$ cat src/rtl/xcvr_pkg.sv
package xcvr_pkg;
  typedef enum logic {
    SRC_LIVE   = 1'b0,
    SRC_STORED = 1'b1
  } src_e;

  function automatic src_e decode_sel(input logic sel);
    return sel ? SRC_STORED : SRC_LIVE;
  endfunction
endpackage

$ cat src/rtl/xcvr_rst_sync.sv
module xcvr_rst_sync #(
  parameter int STAGES = 2
) (
  input  logic clk_i,
  input  logic rst_n_i,
  output logic rst_n_o
);
  localparam int LAST = STAGES - 1;

  logic [LAST:0] chain_q;
  logic [LAST:0] chain_d;

  always_comb begin
    chain_d = {chain_q[LAST:0], 1'b1} >> 1;
    chain_d[LAST] = chain_q[LAST];
    for (int i = LAST; i > 0; i--) chain_d[i] = chain_q[i-1];
    chain_d[0] = 1'b1;
  end

  always_ff @(posedge clk_i or negedge rst_n_i) begin
    if (!rst_n_i) chain_q <= '0;
    else          chain_q <= chain_d;
  end

  assign rst_n_o = chain_q[LAST];
endmodule

$ cat src/rtl/xcvr_capture.sv
module xcvr_capture #(
  parameter int WIDTH = 8
) (
  input  logic             clk_i,
  input  logic             rst_n_i,
  input  logic             strobe_i,
  input  logic [WIDTH-1:0] d_i,
  output logic [WIDTH-1:0] q_o
);
  logic             strobe_q;
  logic             load;
  logic [WIDTH-1:0] word_q;
  logic [WIDTH-1:0] word_d;

  assign load = strobe_i & ~strobe_q;

  always_comb begin
    word_d = word_q;
    if (load) word_d = d_i;
  end

  always_ff @(posedge clk_i or negedge rst_n_i) begin
    if (!rst_n_i) begin
      strobe_q <= 1'b0;
      word_q   <= '0;
    end else begin
      strobe_q <= strobe_i;
      word_q   <= word_d;
    end
  end

  assign q_o = word_q;

  // a strobe rising edge loads the presented word
  p_load_r1_r2: assert property (@(posedge clk_i) disable iff (!rst_n_i)
    (strobe_i && !strobe_q) |=> (q_o == $past(d_i)));

  // without a rising edge the stored word holds
  p_hold_r3: assert property (@(posedge clk_i) disable iff (!rst_n_i)
    !(strobe_i && !strobe_q) |=> $stable(q_o));
endmodule

$ cat src/rtl/xcvr_keeper.sv
module xcvr_keeper #(
  parameter int WIDTH = 8
) (
  input  logic             clk_i,
  input  logic             rst_n_i,
  input  logic             hold_i,
  input  logic [WIDTH-1:0] d_i,
  output logic [WIDTH-1:0] q_o
);
  logic [WIDTH-1:0] held_q;
  logic [WIDTH-1:0] held_d;

  always_comb begin
    held_d = held_q;
    if (!hold_i) held_d = d_i;
  end

  always_ff @(posedge clk_i or negedge rst_n_i) begin
    if (!rst_n_i) held_q <= '0;
    else          held_q <= held_d;
  end

  assign q_o = held_q;

  // the keeper freezes while the loop is closed
  p_keep_frozen_r6: assert property (@(posedge clk_i) disable iff (!rst_n_i)
    hold_i |=> $stable(q_o));
endmodule

$ cat src/rtl/xcvr_drive.sv
module xcvr_drive
  import xcvr_pkg::*;
#(
  parameter int WIDTH = 8
) (
  input  logic             en_i,
  input  logic             sel_i,
  input  logic             loop_i,
  input  logic [WIDTH-1:0] live_i,
  input  logic [WIDTH-1:0] stored_i,
  input  logic [WIDTH-1:0] held_i,
  output logic [WIDTH-1:0] data_o,
  output logic             oe_o
);
  src_e src;

  always_comb begin
    src = decode_sel(sel_i);
    if (loop_i)                  data_o = held_i;
    else if (src == SRC_STORED)  data_o = stored_i;
    else                         data_o = live_i;
    oe_o = en_i;
  end
endmodule

$ cat src/rtl/bus_xcvr_reg.sv
module bus_xcvr_reg #(
  parameter int WIDTH       = 8,
  parameter int SYNC_STAGES = 2
) (
  input  logic             clk_i,
  input  logic             rst_n_i,
  input  logic             cap_ab_i,
  input  logic             cap_ba_i,
  input  logic             oe_ab_i,
  input  logic             oe_ba_n_i,
  input  logic             sel_ab_i,
  input  logic             sel_ba_i,
  input  logic [WIDTH-1:0] a_i,
  output logic [WIDTH-1:0] a_o,
  output logic             a_oe_o,
  input  logic [WIDTH-1:0] b_i,
  output logic [WIDTH-1:0] b_o,
  output logic             b_oe_o
);
  logic             rst_n_q;
  logic             en_a;
  logic             en_b;
  logic             loop;
  logic [WIDTH-1:0] ab_q;
  logic [WIDTH-1:0] ba_q;
  logic [WIDTH-1:0] keep_a_q;
  logic [WIDTH-1:0] keep_b_q;

  assign en_b = oe_ab_i;
  assign en_a = ~oe_ba_n_i;
  assign loop = en_a & en_b & ~sel_ab_i & ~sel_ba_i;

  xcvr_rst_sync #(.STAGES(SYNC_STAGES)) u_rst (
    .clk_i(clk_i), .rst_n_i(rst_n_i), .rst_n_o(rst_n_q)
  );

  xcvr_capture #(.WIDTH(WIDTH)) u_cap_ab (
    .clk_i(clk_i), .rst_n_i(rst_n_q), .strobe_i(cap_ab_i), .d_i(a_i), .q_o(ab_q)
  );

  xcvr_capture #(.WIDTH(WIDTH)) u_cap_ba (
    .clk_i(clk_i), .rst_n_i(rst_n_q), .strobe_i(cap_ba_i), .d_i(b_i), .q_o(ba_q)
  );

  xcvr_keeper #(.WIDTH(WIDTH)) u_keep_a (
    .clk_i(clk_i), .rst_n_i(rst_n_q), .hold_i(loop), .d_i(a_i), .q_o(keep_a_q)
  );

  xcvr_keeper #(.WIDTH(WIDTH)) u_keep_b (
    .clk_i(clk_i), .rst_n_i(rst_n_q), .hold_i(loop), .d_i(b_i), .q_o(keep_b_q)
  );

  xcvr_drive #(.WIDTH(WIDTH)) u_drv_b (
    .en_i(en_b), .sel_i(sel_ab_i), .loop_i(loop), .live_i(a_i),
    .stored_i(ab_q), .held_i(keep_a_q), .data_o(b_o), .oe_o(b_oe_o)
  );

  xcvr_drive #(.WIDTH(WIDTH)) u_drv_a (
    .en_i(en_a), .sel_i(sel_ba_i), .loop_i(loop), .live_i(b_i),
    .stored_i(ba_q), .held_i(keep_b_q), .data_o(a_o), .oe_o(a_oe_o)
  );

  // a driven port shows one of its two sources only
  p_src_b_r8: assert property (@(posedge clk_i) disable iff (!rst_n_q)
    (b_oe_o && !loop) |-> (b_o == a_i || b_o == ab_q));
  p_src_a_r8: assert property (@(posedge clk_i) disable iff (!rst_n_q)
    (a_oe_o && !loop) |-> (a_o == b_i || a_o == ba_q));

  // outputs hold steady for as long as the loop stays closed
  p_loop_hold_r6: assert property (@(posedge clk_i) disable iff (!rst_n_q)
    (loop && $past(loop)) |-> ($stable(a_o) && $stable(b_o)));

  // isolation leaves both ports undriven
  p_iso_r5: assert property (@(posedge clk_i) disable iff (!rst_n_q)
    (!oe_ab_i && oe_ba_n_i) |-> (!a_oe_o && !b_oe_o));
endmodule

$ cat config.mk
export PLATFORM = sky130hd
export DESIGN_NAME = bus_xcvr_reg
export DESIGN_NICKNAME = d
export VERILOG_FILES = /design/src/rtl/xcvr_pkg.sv /design/src/rtl/xcvr_rst_sync.sv /design/src/rtl/xcvr_capture.sv /design/src/rtl/xcvr_keeper.sv /design/src/rtl/xcvr_drive.sv /design/src/rtl/bus_xcvr_reg.sv
export SDC_FILE = /design/constraint.sdc
export NUM_CORES = 1
export LEC_CHECK = 0
export ABC_AREA = 1
export ABC_CLOCK_PERIOD_IN_PS = 2000
export BUFFER_PORTS_ARGS = -buffer_cell sky130_fd_sc_hd__buf_2
export CAP_MARGIN = 15
export CORE_MARGIN = 10
export CORE_UTILIZATION = 40
export DETAILED_ROUTE_END_ITERATION = 10
export SETUP_SLACK_MARGIN = 0.2
export SYNTH_ARGS = -nofsm -noshare
export SYNTH_HDL_FRONTEND = slang
export SYNTH_SLANG_ARGS = --single-unit
$ cat constraint.sdc
create_clock -name clk_i -period 2 [get_ports clk_i]
set_input_delay 0.5 -clock clk_i [delete_from_list [all_inputs] [get_ports clk_i]]
set_output_delay 0.5 -clock clk_i [all_outputs]
set_load 0.01 [all_outputs]
=== Yosys cells after proc, flatten, opt, wreduce, memory -nomap -nowiden ===
Index checks and enable logic that the tools add are counted.

* Muxes and demuxes: 6
* Bitwise logic cells: 10

{| class="wikitable"
|+ Operators with widths
! operator !! count
|-
| 2-to-1 mux 8 bit || 4
|-
| AND 1 bit || 5
|-
| inverter 1 bit || 5
|-
| 2-to-1 mux 1 bit || 2
|}

* Flip-flop bits (word level): 36
* Output and inout bits: 18
* Input port bits: 24
* Logic and storage cells: 23

=== Logic depth before layout (Yosys ltp) ===
Gate-level depths: netlist of run 1.

* Depth in word-level cells: 5
* Gate-level depth with buffers: 6
* Gate-level depth less buffers: 5

=== Hierarchy ===
Synthesis of run 1 repeated with hierarchy kept, for this count alone.

* Cell total of the unflattened synthesis: 271
* Area, all modules: 1890.6 sq um

{| class="wikitable"
|+ By module, submodules not included
! module !! cells each !! area an instance (sq um) !! times used !! seq. area each (sq um)
|-
| xcvr_capture || 36 || 351.6 || 2 || 225.2
|-
| xcvr_keeper || 34 || 305.3 || 2 || 200.2
|-
| xcvr_drive || 61 || 247.7 || 2 || 0.0
|-
| xcvr_rst_sync || 3 || 53.8 || 1 || 50.0
|-
| bus_xcvr_reg || 6 || 27.5 || 1 || 0.0
|}

=== Least setup slack after synthesis of run 1 ===
No wires, ideal clock.

* Path kind: input to output
* From: input port sel_ab_i
* To: output port a_o[0]
* Buffers on the path: 2
* Slack: 0.361 ns
* Arrival: 1.139 ns
* Cell stages on the path: 6
* Data required time: 1.500 ns
* Cell sequence: buf_4 -> nor2_8 -> nand2_4 -> buf_6 -> nand2_1 -> nand2_1

* Cells in the longest elaborated chain, start to end: 4

{| class="wikitable"
|+ Ends and longest elaborated chain
! element !! RTL line !! text
|-
| from (decl) || bus_xcvr_reg.sv:11 || <nowiki>input logic sel_ab_i,</nowiki>
|-
| inverter 1 bit || bus_xcvr_reg.sv:31 || <nowiki>assign loop = en_a & en_b & ~sel_ab_i & ~sel_ba_i;</nowiki>
|-
| AND 1 bit (2 in series) || bus_xcvr_reg.sv:31 ||
|-
| 2-to-1 mux 8 bit || xcvr_drive.sv:19 || <nowiki>if (loop_i) data_o = held_i;</nowiki>
|-
| to (decl) || bus_xcvr_reg.sv:14 || <nowiki>output logic [WIDTH-1:0] a_o,</nowiki>
|}

Every way passes these cells.

=== Worst setup path in the final report of run 1 ===
* From: input port oe_ba_n_i
* To: output port b_o[2]

* Cells in the longest elaborated chain, start to end: 5

{| class="wikitable"
|+ Ends and longest elaborated chain
! element !! RTL line !! text
|-
| from (decl) || bus_xcvr_reg.sv:10 || <nowiki>input logic oe_ba_n_i,</nowiki>
|-
| inverter 1 bit || bus_xcvr_reg.sv:30 || <nowiki>assign en_a = ~oe_ba_n_i;</nowiki>
|-
| AND 1 bit (3 in series) || bus_xcvr_reg.sv:31 ||
|-
| 2-to-1 mux 8 bit || xcvr_drive.sv:19 ||
|-
| to (decl) || bus_xcvr_reg.sv:17 || <nowiki>output logic [WIDTH-1:0] b_o,</nowiki>
|}

Every way passes these cells.

==> impl_results.md, run 1 <==
- Critical Path RT: roughly 1500 ps
- Worst EP arrival: approximately 1300 ps
- Final Non-Filler Cells: 342
- DR pass1 iterations: 4
- Ant. Diodes: 0
- Avg Synthesized Cell Area: ~7.5 um2
- Die H: 86.4 um
- Drt drc: 0
- Routed length per placed instance: around 14 um
- Crit path launch type: input port
- Final Critical Period: about 1800 ps
- Clock H-tree levels: 2
- PwrDens: 681 nW/um2
- Share of cells above drive strength 1: between 30% and 40%
- R2r startpoint: u_cap_ab.strobe_q
- Final Cycle Share: around nine tenths
- Yosys top cell area share: between 50% and 60%
- Worst-path cell with the longest stage delay: buf_12
- Vias in the first global route: between 1500 and 2000
- Crit path max fanout: 8
- Critical setup path kind: in2out
- Register area share after synthesis: 51.1%
- Vias/cell: a little under 5
- Count leader, synth: nand2_1
- Die Wd: slightly below 90 um
- Fin. Hold Viols: 0
- Hold Path Class: reg2async
- Register area: about 900 um2
- Finish-stage setup viols: 0
- Synth cell count leaders: 146 x nand2_1, 36 x dfrtp_1, 32 x nand3_1
- CP Cell Sequence: buf_8 > nor2_4 > buf_12 > buf_12 > nand3_4 > nand2_1 > buf_2
- Worst path max stage delay: approximately 160 ps
- Final WS setup: slightly above 200 ps
- Core area: about 4300 um2
- Leading area contributor after synthesis: dfrtp_1
- Layout overhead on the synthesized area: 49.6%
- Clk buf depth: 2
- Synth cell types: 12
- Synth Cell Area: around 1800 um2
- Crit-path most repeated cell: buf_12
- Top_reg_cell synth: dfrtp_1
- Syn_nets: between 200 and 300
- MaxCap Viol Count: 0
- Worst skew pair latency: around 290 ps
- Area of the die: 7470 um2
- Pin count of the biggest net entering global routing: 35
- Dpl ws: 170 ps
- Fin. max-slew vios: 0
- Dpl cells: around 320
- Register bit count reported by yosys: 36
- Clock slew at reported path FFs: approximately 70 ps
- GP Congestion: 0.762
- YS warnings: 0
- Port Buffer Count: 41
- Gr usage total: between 10% and 20%
- Fillcell total: about 400
- Fmax: between 0.5 and 0.6 GHz
- Initial antenna violation count: 0
- Final nets: around 310
- Synth top area cells: dfrtp_1 51%, nand2_1 31%, nand3_1 9.1%, buf_6 3.2%, nor2_8 1.1%
- First-pass GRT wire length: roughly 7.5 mm
- Setup Skew: around 4.3 ps
- IO Count: 42
- Multi-input gate area: around 1000 um2
- Post-Syn Instances: between 200 and 250
- Via count: approximately 1700
- RSZ-0062 raised after global routing: yes
- Final Total Pwr: 1.80 mW
- Antenna viol nets, final: 0
- # rows: 24
- Drt first-iter violations: 87
- Critical Path Start: oe_ba_n_i
- CP endpoint kind: output port
- Placement Cell Area: 2010 um2
- P_leak: between 1 and 1.5 nW
- Initial cell density of the core: between 40% and 50%
- Setup TNS: 0 ps
- Peak VDD IR: approximately 0.00048 V
- Fin area: about 2600 um2
- CTS buffer count: 5
- CTS Root Cell: clkbuf_8
- Total grt overflow: 0
- Num Clock Sinks: 36
- Status: finished, final reports clean
- EDFF count, synth: 0
- Hpwl dp: a little under 3 mm
- CTS tree: done
- Routed wire length: around 4.8 mm
- Async SR Flop Fraction: 100%
where the power goes:
group | internal [mW] | leakage (nW) | switching, mW
logic | 0.194 | 0.900 | 0.229
clock network | 0.275 | 0.0510 | 0.267
registers | 0.794 | 0.432 | 0.0382
cells in the final DEF, fill, tap and decap left out:
master / n
nand2_1: 126
dfrtp_1: 36
buf_2: 26
nand2_2: 20
nand3_1: 16
nand3_4: 15
buf_6: 14
clkbuf_8: 6
buf_4: 6
buf_12: 5
buf_8: 3
nand2_8: 2
inv_1: 2
clkinv_1: 2
clkinv_2: 2
inv_4: 1
nor2_4: 1
nor2_8: 1
clkinvlp_4: 1
nand3_2: 1
buf_16: 1
nand2_4: 1
dlygate4sd3_1: 1
conb_1: 1
logic make-up (layout without fill, tap and decap cells):
| group | Yosys count | count (layout) | synth area share [%] |
|---|---|---|---|
| buffers and inverters | 16 | 70 | 6.17 |
| flip-flops | 36 | 36 | 51.1 |
| other | 1 | 1 | 0.213 |
| AND/OR/NAND/NOR | 181 | 183 | 42.6 |
final cells by class:
cell class                 instances  area share, %
sequential                        36           34.1
timing repair buffer              56           19.5
clock inverter                     2          0.379
clock buffer                       6           3.13
tap                               52           2.46
inverter                           6           1.09
multi-input combinational        184           39.3
through the flow:
| step | utilization [%] | hold WS, ps |
|---|---|---|
| CTS | 53.1 | 310 |
| global placement | 46.4 | 288 |
| global route | 61.1 | 332 |
| detailed placement | 46.4 | 288 |
| floorplan | - | 204 |
| finish | 61.1 | 290 |
worst max-delay path, delay by kind of cell:
kind          cells  cell delay (ps)
simple gates      3              260
buf+inv           4              530
state kept, by name, indices dropped and copies added (netlist names):
| signal | cells |
|---|---|
| u_keep_b.q_o | 8 |
| u_cap_ab.q_o | 8 |
| u_keep_a.q_o | 8 |
| u_cap_ba.q_o | 8 |
| u_rst.chain_q | 2 |
| u_cap_ab.strobe_q | 1 |
| u_cap_ba.strobe_q | 1 |
routing by layer:
layer  vias up  global-route usage [%]  share of wire [%]
met2        41                    20.5                 51
met5         -                       0                  0
met1       772                    14.8                 44
met3         3                    3.56                4.6
li1        835                       -                  -
met4         0                    4.42               0.91
final timing paths:
| path | to | slack (ps) | depth (start not counted) |
|---|---|---|---|
| setup / recovery | b_o[2] | 200 | 7 |
| hold / removal | u_cap_ba.q_o[2] | 290 | 1 |
| setup reg to reg | u_cap_ab.q_o[3] | 910 | 4 |
| min in group clk_i | u_rst.chain_q[1] | 350 | 0 |
| hold reg to reg | u_cap_ba.q_o[2] | 290 | 1 |
| max in group asynchronous | u_rst.chain_q[0] | 1400 | 2 |
what timing repair did:
action / 4_1_cts / 5_1_grt
cloned: 2 / 1
hold buffers: 1 / 0
hold endpoints to repair: 2 / 0
pin swaps: 6 / 23
resized for setup: 23 / 62
setup endpoints to repair: 16 / 16
buffers inserted: 5 / 2
No activity file was read; power rests on OpenSTA's default activity.
==> run 2: changes to the inputs <==
--- a/config.mk
+++ b/config.mk
@@ -10,8 +10,9 @@
 export BUFFER_PORTS_ARGS = -buffer_cell sky130_fd_sc_hd__buf_2
 export CAP_MARGIN = 15
 export CORE_MARGIN = 10
-export CORE_UTILIZATION = 40
+export CORE_UTILIZATION = 55
 export DETAILED_ROUTE_END_ITERATION = 10
+export PLACE_DENSITY = 0.82
 export SETUP_SLACK_MARGIN = 0.2
 export SYNTH_ARGS = -nofsm -noshare
 export SYNTH_HDL_FRONTEND = slang
==> run 2 against run 1 <==
Effect of this change: core utilization rose by 23 points; largest power group unchanged; global-route usage rose by 3.0 points; final area down 2.9%; wire length is 12% higher; highest routed layer unchanged; critical endpoint is now b_o[1]; register-to-register slack got worse by 150 ps.
==> impl_results.md, run 2 (synthesis gave the netlist of run 1 again) <==
- Critical setup path kind: in2out
- Status: finished, final reports clean
- Fmax: ~0.55 GHz
- Final hold slack: about 290 ps
- GP Congestion: 0.802
- Worst skew pair latency: about 340 ps
- PwrDens: between 600 and 700 nW/um2
- IO Count: 42
- Die Wd: between 70 and 80 um
- Hpwl dp: between 2 and 3 mm
- Ant. Diodes: 0
- Commonest cells after routing, fill and taps aside: 121 x nand2_1, 36 x dfrtp_1, 29 x buf_2, 23 x nand2_2, 17 x nand3_1
- Crit path launch type: input port
- Num Clock Sinks: 36
- Most common cell after layout, fill and taps aside: nand2_1
- Core area: between 3000 and 4000 um2
- CP endpoint kind: output port
- P_leak: ~1.4 nW
- Final WS setup: 178 ps
- Fin. max-slew vios: 0
- CTS Root Cell: clkbuf_4
- Final Total Pwr: about 1.7 mW
- Final Critical Period: between 1500 and 2000 ps
- Finish-stage setup viols: 0
- CTS tree: done
- Hold Path Class: reg2async
- RSZ-0062 raised after global routing: yes
- Setup TNS: 0 ps
- Setup Skew: around 8.5 ps
- Die H: around 77 um
- Initial antenna violation count: 0
- Share of cells above drive strength 1: around two fifths
- Vias in the first global route: roughly 1600
- Placement Cell Area: approximately 2000 um2
- MaxCap Viol Count: 0
- Antenna viol nets, final: 0
- Pin count of the biggest net entering global routing: 35
- Worst EP arrival: between 1000 and 1500 ps
- Peak VDD IR: 0.000492 V
- Dpl ws: between 100 and 150 ps
- Final nets: ~320
- Multi-input gate area: approximately 1000 um2
- R2R depth: 4
- Critical Path RT: ~1500 ps
- Routed length per placed instance: 15.8 um
- Fillcell total: 177
- CTS buffer count: 5
- Area of the die: ~5900 um2
- Fin. Hold Viols: 0
- Register area: 901 um2
- First-pass GRT wire length: roughly 7.6 mm
- Via count: between 1500 and 2000
- Total grt overflow: 0
- Drt drc: 0
- DR pass1 iterations: 5
- Layout overhead on the synthesized area: 45.3%
- Clk buf depth: 2
- Clock H-tree levels: 2
- Port Buffer Count: around 40
- Gr usage total: approximately 15%
- Initial cell density of the core: 57.8%
- Crit path max fanout: 8
- Routed wire length: 5.39 mm
- Clock slew at reported path FFs: between 100 and 150 ps
- Vias/cell: 5.32
- Fin area: 2560 um2
- Final Cycle Share: just over 90%
- # rows: 20
- Drt first-iter violations: between 100 and 150
run 2: changes by cell type in the layout (fill, tap and decap cells not counted), moves of 3 or more:
cell	delta
clkbuf_4	+5
buf_6	-4
nand3_2	+6
nand3_4	-7
nand2_2	+3
clkbuf_8	-5
buf_4	+8
buf_2	+3
nand2_1	-5
run 2: layout make-up:
class / instances / share of cell area [%]
clock inverter: 2 / 0.390
multi-input combinational: 184 / 39.1
sequential: 36 / 35.1
inverter: 6 / 1.02
tap: 44 / 2.15
clock buffer: 6 / 2.00
timing repair buffer: 62 / 20.2
run 2: final timing paths:
| kind | endpoint | start | slack (ps) |
|---|---|---|---|
| worst max-delay path | b_o[1] | oe_ba_n_i | 180 |
| worst min-delay path | u_keep_a.q_o[0] | u_rst.chain_q[1] | 290 |
| worst max register to register | u_cap_ab.q_o[7] | u_cap_ab.strobe_q | 760 |
| worst min register to register | u_keep_a.q_o[0] | u_rst.chain_q[1] | 290 |
| max in group asynchronous | u_cap_ba.q_o[0] | u_rst.chain_q[1] | 1400 |
| min in group clk_i | u_rst.chain_q[1] | u_rst.chain_q[0] | 370 |
run 2: timing repair:
action	CTS	global route
hold endpoints to repair	2	0
setup buffers	7	7
resized for setup	19	64
hold buffers	1	0
cloned	1	1
setup endpoints to repair	16	16
pin swaps	6	15
run 2: metal layers:
layer | share of wire (%) | vias to the layer above | track usage, %
met5 | 0 | - | 0
li1 | - | 850 | -
met4 | 2.6 | 0 | 6.51
met3 | 7.4 | 16 | 4.72
met1 | 41 | 844 | 18.2
met2 | 49 | 100 | 25.2
run 2: power breakdown:
| part | internal (mW) | switching (mW) |
|---|---|---|
| clock network | 0.167 | 0.251 |
| logic | 0.187 | 0.238 |
| registers | 0.793 | 0.0408 |
run 2: metrics by stage:
stage               util, %  cells
detailed placement     65.0    315
CTS                    73.0    332
global placement       65.0    315
finish                 84.0    340
global route           84.0    340
floorplan                 -    234
run 2: worst max-delay path, cell delays in order:
cell,delay [ps]
buf_8,100
nor2_4,110
buf_12,160
buf_12,170
nand3_4,90
nand2_2,100
buf_6,100
==> run 3: changes to the inputs <==
==> constraint.sdc (replaced) <==
create_clock -name clk_i -period 2 [get_ports clk_i]
set_input_delay 0.3 -clock clk_i [delete_from_list [all_inputs] [get_ports clk_i]]
set_output_delay 0.3 -clock clk_i [all_outputs]
set_load 0.01 [all_outputs]
==> run 3 against run 2 <==
Effect of this change: clock skew shrank 6.0 ps; die area is the same; wire length shrank 32%; sequential cell count is the same; core utilization shrank 18 points; combinational power shrank 34%; register-to-register slack gained 170 ps; via count shrank 16%; critical endpoint is now b_o[6]; largest cell class is now sequential cells.
==> impl_results.md, run 3 (synthesis gave the netlist of run 1 again) <==
- Status: finished, final reports clean
- CTS tree: done
- Worst skew pair latency: about 340 ps
- Commonest cells after routing, fill and taps aside: 146 x nand2_1, 41 x buf_2, 36 x dfrtp_1, 32 x nand3_1, 5 x clkbuf_4
- Share of cells above drive strength 1: between 10% and 20%
- Layout overhead on the synthesized area: 13.4%
- CP Cell Sequence: buf_2 > nor2_8 > nand2_4 > nand2_1 > nand2_1 > buf_2
- Clock H-tree levels: 2
- Finish-stage setup viols: 0
- Antenna viol nets, final: 0
- GP Congestion: 0.819
- CTS buffer count: 5
- Fin. max-slew vios: 0
- Worst-path cell with the longest stage delay: nor2_8
- Post-CTS sizing: 0
- Clk buf depth: 2
- Fin. Hold Viols: 0
- Most common cell after layout, fill and taps aside: nand2_1
- Fmax: approximately 0.62 GHz
- Vias/cell: between 4 and 5
- Peak VDD IR: about 0.00048 V
- Die H: 76.6 um
- Hold Path Class: in2reg
- Die Wd: roughly 77 um
- First-pass GRT wire length: between 6 and 7 mm
- Crit path max fanout: 32
- RSZ-0062 raised after global routing: no
- Hpwl dp: ~2.8 mm
- IO Count: 42
- # rows: 20
- MaxCap Viol Count: 0
- Initial antenna violation count: 0
- Worst EP arrival: around 1300 ps
- Vias in the first global route: between 1500 and 2000
- Area of the die: a little under 6000 um2
- Clock slew at reported path FFs: ~90 ps
- Top delay family on crit path: simple AND/OR/NAND/NOR gates
- CP endpoint kind: output port
- Pin count of the biggest net entering global routing: 35
- Buf/Inv on CP: 2
- CTS Root Cell: clkbuf_4
- Gr usage total: between 10% and 20%
- Setup Skew: around 2.5 ps
- Crit path launch type: input port
- Drt drc: 0
- PwrDens: ~720 nW/um2
- Drt first-iter violations: 93
- Worst path max stage delay: approximately 260 ps
- Critical Path RT: ~1700 ps
- Initial cell density of the core: a little under 60%
- Critical setup path kind: in2out
- Setup TNS: 0 ps
- Core area: 3050 um2
- Final Cycle Share: roughly four fifths
- Via count: 1517
- Final hold slack: around 170 ps
- Ant. Diodes: 0
- Num Clock Sinks: 36
- Routed length per placed instance: ~12 um
- Final Critical Period: 1600 ps
- Port Buffer Count: between 40 and 50
- DR pass1 iterations: 4
- Routed wire length: about 3.7 mm
- Final nets: around 300
- Total grt overflow: 0
- P_leak: 1.23 nW
run 3: changes by cell type in the layout (fill, tap and decap cells not counted), moves of 3 or more:
cell and delta:
nand3_2 -7, buf_8 -3, buf_2 +12, nand2_1 +25, buf_6 -10, nand3_4 -8, buf_12 -5, nand3_1 +15
nand2_2 -23, buf_4 -12
run 3: where the power goes:
group	switching [mW]	total [mW]	internal (mW)
Clock	0.215	0.332	0.117
Combinational	0.172	0.279	0.106
Sequential	0.0271	0.820	0.793
Total	0.415	1.43	1.02
run 3: layout make-up:
cell class	count	area, um2
flip-flops and latches	36	901
inverters	6	22.5
fillers	299	1050
well taps	44	55.1
repair buffers	44	230
clock buffers	5	37.5
multi-input cells	182	754
run 3: timing repair:
action	CTS	global route
hold buffers	1	0
hold endpoints to repair	2	0
setup buffers	0	0
run 3: path summary, 6_finish.rpt:
check | cells past startpoint | from | end | slack (ps)
setup / recovery | 6 | sel_ba_i | b_o[6] | 400
max in group asynchronous | 1 | u_rst.chain_q[1] | u_cap_ba.q_o[5] | 1430
hold reg to reg | 1 | u_rst.chain_q[1] | u_cap_ab.q_o[1] | 260
hold / removal | 1 | cap_ba_i | u_cap_ba.strobe_q | 170
min in group asynchronous | 1 | u_rst.chain_q[1] | u_cap_ab.q_o[1] | 260
setup reg to reg | 4 | u_cap_ab.strobe_q | u_cap_ab.q_o[7] | 930
run 3: stage by stage:
| step | util (%) | instance area [um2] | instances | power [mW] | worst slack [ps] |
|---|---|---|---|---|---|
| CTS | 65.5 | 2000 | 317 | 1.44 | 375 |
| floorplan | - | 1760 | 234 | 1.02 | 761 |
| finish | 65.5 | 2000 | 317 | 1.43 | 397 |
| global route | 65.5 | 2000 | 317 | 1.52 | 227 |
| global placement | 64.0 | 1950 | 311 | 1.11 | 405 |
| detailed placement | 64.0 | 1950 | 311 | 1.12 | 375 |
run 3: worst register-to-register path: stages (launching register included):
cell and delay (ps):
dfrtp_1 340, clkinv_1 210, nand2_1 300, nand2_1 90, nand2_1 70
run 3: routing by layer:
layer  share of wire [%]  vias up  global-route usage (%)
li1                    -      805                       -
met1                  46      669                    15.6
met2                  47       36                    23.4
met3                 5.5        7                    3.77
met4                 1.5        0                    6.13
met5                   0        -                       0
